$ cat src/rtl/mbox_pkg.sv
package mbox_pkg;

  typedef enum logic [3:0] {
    S_IDLE,
    S_PLO,
    S_PHI,
    S_DEV,
    S_CMD,
    S_ACK,
    S_START,
    S_WAIT,
    S_STAT,
    S_CLR
  } seq_state_t;

  localparam logic [7:0] ST_OK        = 8'h00;
  localparam logic [7:0] ST_GENERAL   = 8'h01;
  localparam logic [7:0] ST_NO_DEVSUP = 8'h02;
  localparam logic [7:0] ST_NO_DEV    = 8'h03;
  localparam logic [7:0] ST_BAD_CMD   = 8'h04;
  localparam logic [7:0] ST_IRQ_DMA   = 8'h05;
  localparam logic [7:0] ST_CTRL      = 8'h06;
  localparam logic [7:0] ST_ACCEPTED  = 8'hFF;

endpackage

$ cat src/rtl/mbox_doorbell.sv
module mbox_doorbell #(
  parameter int unsigned IO_W    = 16,
  parameter int unsigned DB_ADDR = 16'h000E
) (
  input  logic            clk,
  input  logic            rst,
  input  logic            io_wr_en,
  input  logic [IO_W-1:0] io_wr_addr,
  input  logic            take,
  output logic            pending
);

  logic ring;

  assign ring = io_wr_en && (io_wr_addr == IO_W'(DB_ADDR));

  // a ring in the same cycle as a take keeps the request pending
  always_ff @(posedge clk) begin
    if (rst) pending <= 1'b0;
    else     pending <= ring || (pending && !take);
  end

endmodule

$ cat src/rtl/mbox_bus_port.sv
module mbox_bus_port #(
  parameter int unsigned ADDR_W = 32,
  parameter int unsigned DATA_W = 16
) (
  input  logic              clk,
  input  logic              rst,
  input  logic              cmd_valid,
  input  logic              cmd_we,
  input  logic [ADDR_W-1:0] cmd_addr,
  input  logic [DATA_W-1:0] cmd_wdata,
  output logic              rsp_valid,
  output logic [DATA_W-1:0] rsp_rdata,
  output logic              mem_req,
  output logic              mem_we,
  output logic [ADDR_W-1:0] mem_addr,
  output logic [DATA_W-1:0] mem_wdata,
  input  logic              mem_ack,
  input  logic [DATA_W-1:0] mem_rdata
);

  always_ff @(posedge clk) begin
    if (rst) begin
      mem_req   <= 1'b0;
      mem_we    <= 1'b0;
      mem_addr  <= '0;
      mem_wdata <= '0;
      rsp_valid <= 1'b0;
      rsp_rdata <= '0;
    end else begin
      rsp_valid <= 1'b0;
      if (mem_req) begin
        if (mem_ack) begin
          mem_req   <= 1'b0;
          rsp_valid <= 1'b1;
          rsp_rdata <= mem_rdata;
        end
      end else if (cmd_valid) begin
        mem_req   <= 1'b1;
        mem_we    <= cmd_we;
        mem_addr  <= cmd_addr;
        mem_wdata <= cmd_wdata;
      end
    end
  end

endmodule

$ cat src/rtl/mbox_irq.sv
module mbox_irq (
  input  logic clk,
  input  logic rst,
  input  logic set,
  input  logic ack,
  output logic irq
);

  // raising wins over a coincident acknowledge
  always_ff @(posedge clk) begin
    if (rst) irq <= 1'b0;
    else     irq <= set || (irq && !ack);
  end

endmodule

$ cat src/rtl/mbox_seq.sv
module mbox_seq
  import mbox_pkg::*;
#(
  parameter int unsigned ADDR_W   = 32,
  parameter int unsigned DATA_W   = 16,
  parameter int unsigned STAT_W   = 8,
  parameter int unsigned PTR_LOC  = 32'h0001_FFFC,
  parameter int unsigned DEV_OFS  = 0,
  parameter int unsigned CMD_OFS  = 2,
  parameter int unsigned RES_OFS  = 4,
  parameter int unsigned INIT_DEV = 12
) (
  input  logic              clk,
  input  logic              rst,
  input  logic              db_pend,
  output logic              db_take,
  output logic              bus_valid,
  output logic              bus_we,
  output logic [ADDR_W-1:0] bus_addr,
  output logic [DATA_W-1:0] bus_wdata,
  input  logic              rsp_valid,
  input  logic [DATA_W-1:0] rsp_rdata,
  output logic              hnd_start,
  output logic [DATA_W-1:0] hnd_dev,
  output logic [DATA_W-1:0] hnd_cmd,
  input  logic              hnd_done,
  input  logic [STAT_W-1:0] hnd_status,
  output logic              irq_set
);

  localparam int unsigned PEND_BIT = DATA_W - 1;
  localparam int unsigned PAD_W    = DATA_W - STAT_W;
  localparam int unsigned BYTE_STEP = DATA_W / 8;

  seq_state_t        state_q;
  logic              issued_q;
  logic              ptr_ok_q;
  logic              first_q;
  logic [ADDR_W-1:0] ptr_q;
  logic [DATA_W-1:0] dev_q;
  logic [DATA_W-1:0] cmd_q;
  logic [STAT_W-1:0] status_q;
  logic              acc_state;
  logic              init_ok;

  assign hnd_dev = dev_q;
  assign hnd_cmd = cmd_q;
  assign init_ok = (dev_q == DATA_W'(INIT_DEV)) && (cmd_q[PEND_BIT-1:0] == '0);
  assign db_take = (state_q == S_IDLE) && db_pend;
  assign irq_set = (state_q == S_CLR) && rsp_valid && !first_q;

  always_comb begin
    acc_state = 1'b1;
    bus_we    = 1'b0;
    bus_addr  = '0;
    bus_wdata = '0;
    case (state_q)
      S_PLO:   bus_addr = ADDR_W'(PTR_LOC);
      S_PHI:   bus_addr = ADDR_W'(PTR_LOC + BYTE_STEP);
      S_DEV:   bus_addr = ptr_q + ADDR_W'(DEV_OFS);
      S_CMD:   bus_addr = ptr_q + ADDR_W'(CMD_OFS);
      S_ACK: begin
        bus_we    = 1'b1;
        bus_addr  = ptr_q + ADDR_W'(RES_OFS);
        bus_wdata = DATA_W'(ST_ACCEPTED);
      end
      S_STAT: begin
        bus_we    = 1'b1;
        bus_addr  = ptr_q + ADDR_W'(RES_OFS);
        bus_wdata = {{PAD_W{1'b0}}, status_q};
      end
      S_CLR: begin
        bus_we    = 1'b1;
        bus_addr  = ptr_q + ADDR_W'(CMD_OFS);
        bus_wdata = cmd_q & ~(DATA_W'(1) << PEND_BIT);
      end
      default: acc_state = 1'b0;
    endcase
  end

  assign bus_valid = acc_state && !issued_q;

  always_ff @(posedge clk) begin
    if (rst) begin
      state_q   <= S_IDLE;
      issued_q  <= 1'b0;
      ptr_ok_q  <= 1'b0;
      first_q   <= 1'b1;
      ptr_q     <= '0;
      dev_q     <= '0;
      cmd_q     <= '0;
      status_q  <= '0;
      hnd_start <= 1'b0;
    end else begin
      hnd_start <= 1'b0;
      if (bus_valid) issued_q <= 1'b1;
      if (rsp_valid) issued_q <= 1'b0;
      case (state_q)
        S_IDLE: if (db_pend) state_q <= ptr_ok_q ? S_DEV : S_PLO;
        S_PLO: if (rsp_valid) begin
          ptr_q   <= ADDR_W'(rsp_rdata);
          state_q <= S_PHI;
        end
        S_PHI: if (rsp_valid) begin
          ptr_q    <= ADDR_W'({rsp_rdata, ptr_q[DATA_W-1:0]});
          ptr_ok_q <= 1'b1;
          state_q  <= S_DEV;
        end
        S_DEV: if (rsp_valid) begin
          dev_q   <= rsp_rdata;
          state_q <= S_CMD;
        end
        S_CMD: if (rsp_valid) begin
          cmd_q   <= rsp_rdata;
          state_q <= S_ACK;
        end
        S_ACK: if (rsp_valid) begin
          if (first_q && !init_ok) begin
            status_q <= STAT_W'(ST_BAD_CMD);
            state_q  <= S_STAT;
          end else begin
            state_q <= S_START;
          end
        end
        S_START: begin
          hnd_start <= 1'b1;
          state_q   <= S_WAIT;
        end
        S_WAIT: if (hnd_done) begin
          status_q <= hnd_status;
          state_q  <= S_STAT;
        end
        S_STAT: if (rsp_valid) state_q <= S_CLR;
        S_CLR: if (rsp_valid) begin
          first_q <= 1'b0;
          state_q <= S_IDLE;
        end
        default: state_q <= S_IDLE;
      endcase
    end
  end

endmodule

$ cat src/rtl/mbox_responder.sv
module mbox_responder #(
  parameter int unsigned IO_W     = 16,
  parameter int unsigned ADDR_W   = 32,
  parameter int unsigned DATA_W   = 16,
  parameter int unsigned STAT_W   = 8,
  parameter int unsigned DB_ADDR  = 16'h000E,
  parameter int unsigned PTR_LOC  = 32'h0001_FFFC,
  parameter int unsigned INIT_DEV = 12
) (
  input  logic              clk,
  input  logic              rst,
  input  logic              io_wr_en,
  input  logic [IO_W-1:0]   io_wr_addr,
  output logic              mem_req,
  output logic              mem_we,
  output logic [ADDR_W-1:0] mem_addr,
  output logic [DATA_W-1:0] mem_wdata,
  input  logic              mem_ack,
  input  logic [DATA_W-1:0] mem_rdata,
  output logic              hnd_start,
  output logic [DATA_W-1:0] hnd_dev,
  output logic [DATA_W-1:0] hnd_cmd,
  input  logic              hnd_done,
  input  logic [STAT_W-1:0] hnd_status,
  output logic              irq,
  input  logic              irq_ack
);

  logic              db_pend;
  logic              db_take;
  logic              bus_valid;
  logic              bus_we;
  logic [ADDR_W-1:0] bus_addr;
  logic [DATA_W-1:0] bus_wdata;
  logic              rsp_valid;
  logic [DATA_W-1:0] rsp_rdata;
  logic              irq_set;

  mbox_doorbell #(.IO_W(IO_W), .DB_ADDR(DB_ADDR)) u_db (
    .clk(clk), .rst(rst), .io_wr_en(io_wr_en), .io_wr_addr(io_wr_addr),
    .take(db_take), .pending(db_pend)
  );

  mbox_seq #(
    .ADDR_W(ADDR_W), .DATA_W(DATA_W), .STAT_W(STAT_W),
    .PTR_LOC(PTR_LOC), .DEV_OFS(0), .CMD_OFS(2), .RES_OFS(4), .INIT_DEV(INIT_DEV)
  ) u_seq (
    .clk(clk), .rst(rst), .db_pend(db_pend), .db_take(db_take),
    .bus_valid(bus_valid), .bus_we(bus_we), .bus_addr(bus_addr), .bus_wdata(bus_wdata),
    .rsp_valid(rsp_valid), .rsp_rdata(rsp_rdata),
    .hnd_start(hnd_start), .hnd_dev(hnd_dev), .hnd_cmd(hnd_cmd),
    .hnd_done(hnd_done), .hnd_status(hnd_status), .irq_set(irq_set)
  );

  mbox_bus_port #(.ADDR_W(ADDR_W), .DATA_W(DATA_W)) u_bus (
    .clk(clk), .rst(rst),
    .cmd_valid(bus_valid), .cmd_we(bus_we), .cmd_addr(bus_addr), .cmd_wdata(bus_wdata),
    .rsp_valid(rsp_valid), .rsp_rdata(rsp_rdata),
    .mem_req(mem_req), .mem_we(mem_we), .mem_addr(mem_addr), .mem_wdata(mem_wdata),
    .mem_ack(mem_ack), .mem_rdata(mem_rdata)
  );

  mbox_irq u_irq (
    .clk(clk), .rst(rst), .set(irq_set), .ack(irq_ack), .irq(irq)
  );

endmodule

$ cat config.mk
export PLATFORM = sky130hd
export DESIGN_NAME = mbox_responder
export DESIGN_NICKNAME = d
export VERILOG_FILES = /design/src/rtl/mbox_pkg.sv /design/src/rtl/mbox_doorbell.sv /design/src/rtl/mbox_bus_port.sv /design/src/rtl/mbox_irq.sv /design/src/rtl/mbox_seq.sv /design/src/rtl/mbox_responder.sv
export SDC_FILE = /design/constraint.sdc
export NUM_CORES = 1
export LEC_CHECK = 0
export BUFFER_PORTS_ARGS = -buffer_cell sky130_fd_sc_hd__buf_2
export CORE_MARGIN = 2
export CORE_UTILIZATION = 40
export CTS_CLUSTER_SIZE = 28
export DETAILED_ROUTE_END_ITERATION = 7
export GPL_TIMING_DRIVEN = 0
export MAX_ROUTING_LAYER = met4
export SLEW_MARGIN = 10
export SYNTH_ARGS = -nofsm -noshare
export SYNTH_HDL_FRONTEND = slang
export SYNTH_SLANG_ARGS = --single-unit
$ cat constraint.sdc
create_clock -name clk -period 5.6 [get_ports clk]
set_input_delay 1.12 -clock clk [delete_from_list [all_inputs] [get_ports clk]]
set_output_delay 1.12 -clock clk [all_outputs]
set_load 0.01 [all_outputs]
# After elaboration in Yosys (flattened, before gate mapping)

Cells that the tools add are included.

Flip-flop bits (word level): 149
Latch bits: 0
Memory bits (writable): 0
ROM bits: 0
Bits of input ports: 46
Output and inout bits: 84
Word-level logic and storage cells: 107
Memories kept: 0

Add/subtract/negate cells: 2
Multiply operators: 0
Divide/modulo/power cells: 0
Order comparisons: 0
Eq/ne operators: 21
Shift-type cells: 0
Muxes and demuxes: 28
Bitwise logic cells: 2
Reduce and logical (&&, ||, !) cells: 36

Operators with widths:

| operator              | count |
|---|---|
| $pmux 32 s5           | 1 |
| $mux 32               | 2 |
| $pmux 32 s2           | 1 |
| $pmux 15 s3           | 1 |
| $mux 4                | 10 |
| $pmux 4 s10           | 1 |
| $add 32x2->32 const B | 1 |
| $add 32x3->32 const B | 1 |
| $eq 16x4->1 const B   | 2 |
| $mux 8                | 3 |
| $eq 4x3->1 const B    | 4 |
| $ne 2x1->1 const B    | 8 |
| $pmux 8 s2            | 1 |
| $logic_not 15->1      | 1 |
| $reduce_and 2->1      | 6 |
| $logic_and 1x1->1     | 9 |
| $reduce_and 9->1      | 1 |
| $eq 4x2->1 const B    | 2 |
| $eq 4x4->1 const B    | 2 |
| $reduce_or 2->1       | 4 |
| $mux 1                | 7 |
| $reduce_or 7->1       | 1 |
| $reduce_and 3->1      | 2 |
| $logic_not 1->1       | 5 |
| 9 further kinds       | 13 |

# Depth between registers and ports, before layout

Depth in word-level cells: 7
Mapped depth: 9
Depth with buffers taken out: 7

# Cells and area by module

Synthesis repeated with hierarchy kept, for this count alone.

Cells, all modules: 965
Area total of the unflattened synthesis: 7871.3 um^2

Modules (own cells, without submodules):

| module        | times used | cells an instance | area an instance (um^2) | sequential area each (um^2) |
|---|---|---|---|---|
| mbox_seq      | 1          | 649               | 4707.0                  | 1601.5 |
| mbox_bus_port | 1          | 302               | 3036.7                  | 1341.3 |
| mbox_doorbell | 1          | 10                | 88.8                    | 20.0 |
| mbox_irq      | 1          | 4                 | 38.8                    | 20.0 |

# Worst setup path after synthesis

OpenSTA, ideal clock, no wires.

Path type: register -> register
Start: register u_seq.ptr_q[3]
End: register u_bus.mem_addr[28]
Library setup time: 91 ps
Arrival: 2204 ps
Slack: 3305 ps
Cell stages (with the launch flop): 9
Period minus slack after synthesis: 2295 ps
Path through: dfxtp_1 -> ha_1 -> nand4_4 -> or3_1 -> buf_6 -> nor2_8 -> nand3_2 -> or4_1 -> a311oi_1

Longest elaborated chain between the ends: 2

RTL lines:

| what                                                  | RTL line            | source |
|---|---|---|
| from (decl)                                           | mbox_seq.sv:39      | `logic [ADDR_W-1:0] ptr_q;` |
| from (signal assigned)                                | mbox_seq.sv:101     | `ptr_q <= ADDR_W'(rsp_rdata);` |
| from (signal assigned)                                | mbox_seq.sv:105     | `ptr_q <= ADDR_W'({rsp_rdata, ptr_q[DATA_W-1:0]});` |
| $add 32x2->32 / $add 32x3->32 (equally long branches) | n/a                 |  |
| $pmux 32 s5 *                                         | mbox_seq.sv:57      | `case (state_q)` |
| to (signal assigned)                                  | mbox_bus_port.sv:40 | `mem_addr <= cmd_addr;` |
| to (decl)                                             | mbox_bus_port.sv:15 | `output logic [ADDR_W-1:0] mem_addr,` |

Mark *: on every way between the ends. The rest lies on a longest branch, timed or not.
A chain may end at the register's enable or synchronous reset.

# Final worst setup path

Start: register u_seq.state_q[2]
End: register u_bus.mem_addr[25]

Longest elaborated chain between the ends: 5

RTL lines:

| what                                     | RTL line       | source |
|---|---|---|
| from (decl)                              | mbox_seq.sv:35 | `seq_state_t state_q;` |
| from (signal assigned)                   | mbox_seq.sv:99 | `S_IDLE: if (db_pend) state_q <= ptr_ok_q ? S_DEV : S_PLO;` |
| $eq 4x1->1, or another cell as far along | mbox_seq.sv:57 |  |
| $reduce_or 7->1 (no line)                | n/a            |  |
| $mux 1                                   | mbox_seq.sv:57 |  |
| $logic_and 1x1->1                        | mbox_seq.sv:81 | `assign bus_valid = acc_state && !issued_q;` |
| $reduce_and 2->1 (no line)               | n/a            |  |

Several ways; a longest one is shown, not always the timed one.

==> results_dict.tcl <==
set metrics [dict create \
    status "finished, final reports clean" \
    synth_top_family_by_area "simple AND/OR/NAND/NOR gates" \
    ys_warn_count 0 \
    cts_inserted_buffers 17 \
    layoutNonFillerInstCount 1269 \
    antenna_left 0 \
    core-area_um2 17200 \
    rows 48 \
    area_delta_synth_final_pct 21.2 \
    synth_edf_count 0 \
    critPathLaunchType "register" \
    hold_class "reg2reg" \
    yosys-mux-area-fraction_pct 1.57 \
    final_common_cell "dfxtp_1" \
    place_congestion 0.967 \
    worstSetupPathType "reg2reg" \
    synthesis.area_um2 7030 \
    fillers 1724 \
    crit_required_ps 5890 \
    nNetsFinal 1079 \
    tightestPinTransition_ps 896 \
    postCtsSetupBuffers 0 \
    diodes 0 \
    placed_cells 1237 \
    synth_nets 932 \
    hold_end "u_bus.mem_wdata[11]" \
    fin_util_pct 49.4 \
    holdPathStages 2 \
    fmax_mhz 355 \
    path_max_fanout 10 \
    power_density_nw_per_um2 347 \
    grt_max_degree 17 \
    ir_drop_mv 0.239 \
    synth_xor_area_share_pct 1.37 \
    setup_violations 0 \
    r2r_start "u_seq.state_q[2]" \
    layout_min_cycle_time_ps 2820 \
    max_cap_violations 0 \
    cellLeakagePower_uw 0.00321 \
    dp_hpwl_um 18200 \
    grt_pass1_vias 6514 \
    grt_pass1_wl_um 38400 \
    synthAdderAreaFrac_pct 0.499 \
    cts_tree "yes" \
    final.setup.tns_ps 0 \
    synthFlopType "dfxtp_1" \
    post_cts_resized 0 \
    initial_core_util_pct 40.8 \
    synth-seq-area-share_pct 42.2 \
    grt_usage_pct 28.1 \
    antenna_found_initial 0 \
    via_per_inst 5.78 \
    die-area_um2 18600 \
    vias 7337 \
    drive_gt1_share_pct 19.0 \
    synth_seq_cells 148 \
    arrival_ps 3100 \
    grt-ovfl-total 0 \
    cts_max_level 4 \
    finalClockSkew_ps 11.0 \
    synth-simple-area-share_pct 25.8 \
    r2r_setup_slack_ps 2780 \
    finalHoldViolations 0 \
    ioPinCount 130 \
    fin_crit_sh_pct 50.3 \
    drc_errors 0 \
    synth_compound_area_share_pct 23.5 \
    syn_area_per_cell_um2 7.95 \
    drt_iter0_markers 733 \
    async_flop_share_pct 0 \
    min_from "u_bus.mem_wdata[11]" \
    drt_wl_total_um 25000 \
    clkSlewWorstSetupHoldPaths_ps 70 \
    fp.dieH_um 137 \
    wire_per_inst_um 19.7 \
    hold_buffers 0 \
    reg2reg_depth 7 \
    fin_area_um2 8520 \
    cts_max_path_buffers 2 \
    fp.dieW_um 137 \
    cts-root-buf "clkbuf_16" \
    worst_skew_pair.late_latency_ps 440 \
    reg2reg_to "u_bus.mem_addr[25]" \
    firstDrtPassIters 5 \
    postSynthCellCount 884 \
    final_cell_mix "148 x dfxtp_1, 145 x buf_2, 128 x nand2_1" \
    drv_slew 0 \
    io_buffers 128 \
    cts_num_sinks 148 \
    cp-end-kind "register" \
    rsz0062_at_grt "no" \
    synth_cell_types 70 \
    place_area_um2 7950 \
    max_slew_margin_pct 39.8 \
]
cells in the mapped netlist, types with 4 or more instances:
cell type | n | share of area (%)
nand2b_1 | 7 | 0.62
a21oi_1 | 85 | 6.1
a311oi_1 | 6 | 0.75
a22o_1 | 23 | 2.9
or2_2 | 4 | 0.36
a211oi_1 | 17 | 1.8
nor2b_1 | 7 | 0.62
o31ai_1 | 4 | 0.43
o22ai_1 | 4 | 0.36
nand4_1 | 11 | 0.98
o21ai_0 | 31 | 2.2
o21a_1 | 4 | 0.43
nor4_1 | 15 | 1.3
dfxtp_1 | 148 | 42
mux2i_1 | 11 | 1.6
buf_2 | 17 | 1.2
a22oi_1 | 29 | 3.1
nor2_1 | 100 | 5.3
xnor2_1 | 8 | 1.0
buf_1 | 4 | 0.21
a31oi_1 | 6 | 0.53
inv_1 | 12 | 0.64
clkbuf_1 | 44 | 2.4
nor4b_1 | 5 | 0.62
a21o_1 | 6 | 0.64
and3_1 | 7 | 0.62
a41oi_1 | 5 | 0.62
nor3_1 | 20 | 1.4
nand2_1 | 128 | 6.8
or3_1 | 10 | 0.89
nand3_1 | 41 | 2.9
metal layers:
layer,routed length (um),part of all wire [%],global-route usage (%),vias to the layer above
met5,0,0,-,-
met3,1790,7.2,3.85,42
met1,11700,47,40.5,3474
li1,-,-,-,3502
met4,607,2.4,10.3,0
met2,10900,44,39.9,319
critical path: stages, from the launching register on:
cell	delay, ps
dfxtp_1	450
buf_2	250
and4bb_2	270
buf_2	200
a21oi_2	470
nand2_1	310
a2111oi_0	620
a2111oi_1	100
state kept, by name, summed over array words and instances, names as in the netlist, 4 cells and up:
name,count
u_bus.rsp_rdata,16
u_seq.hnd_cmd,16
u_seq.status_q,8
u_bus.mem_wdata,15
u_seq.ptr_q,32
u_bus.mem_addr,32
u_seq.hnd_dev,16
u_seq.state_q,4
how the worst max path moves through the flow:
stage / startpoint / end / slack (ps) / cells after the start
CTS: u_seq.state_q[3] / u_bus.mem_addr[3] / 2870 / 7
finish: u_seq.state_q[2] / u_bus.mem_addr[25] / 2780 / 7
detailed placement: rst / u_seq.state_q[0] / 2410 / 5
global placement: rst / u_bus.mem_addr[7] / 2460 / 5
floorplan: u_seq.ptr_q[3] / u_bus.mem_addr[28] / 3310 / 8
global route: u_seq.state_q[2] / u_bus.mem_addr[25] / 2540 / 7
through the flow:
stage / hold WS (ps) / setup slack [ps] / total power (uW)
CTS: 454 / 2870 / 2960
detailed placement: 445 / 2410 / 1850
finish: 451 / 2780 / 2960
floorplan: 432 / 3310 / 1610
global route: 475 / 2540 / 3080
global placement: 438 / 2460 / 1850
power by group:
group          switching (uW)  total, uW  internal (uW)  leakage, uW
Clock                     515       1120            606     0.000274
Combinational             393        619            226      0.00174
Sequential               69.0       1220           1150      0.00119
Total                     977       2960           1980      0.00321
cell type report:
| type | instances | area [um^2] | area share, % |
|---|---|---|---|
| multi-input combinational | 654 | 3710 | 43.6 |
| sequential | 148 | 2960 | 34.8 |
| timing repair buffer | 128 | 641 | 7.52 |
| clock buffer | 19 | 453 | 5.32 |
| buffer | 70 | 304 | 3.57 |
| tap | 225 | 282 | 3.31 |
| clock inverter | 13 | 116 | 1.37 |
| inverter | 12 | 45.0 | 0.529 |
logic make-up after synthesis:
family,count (synthesis)
adder cells (fa/ha/maj),3
other,1
XOR/XNOR,11
AND/OR/NAND/NOR,378
flip-flops,148
buffers and inverters,82
AO/OA/AOI/OAI,250
multiplexers,11
No activity file was read; power rests on OpenSTA's default activity.
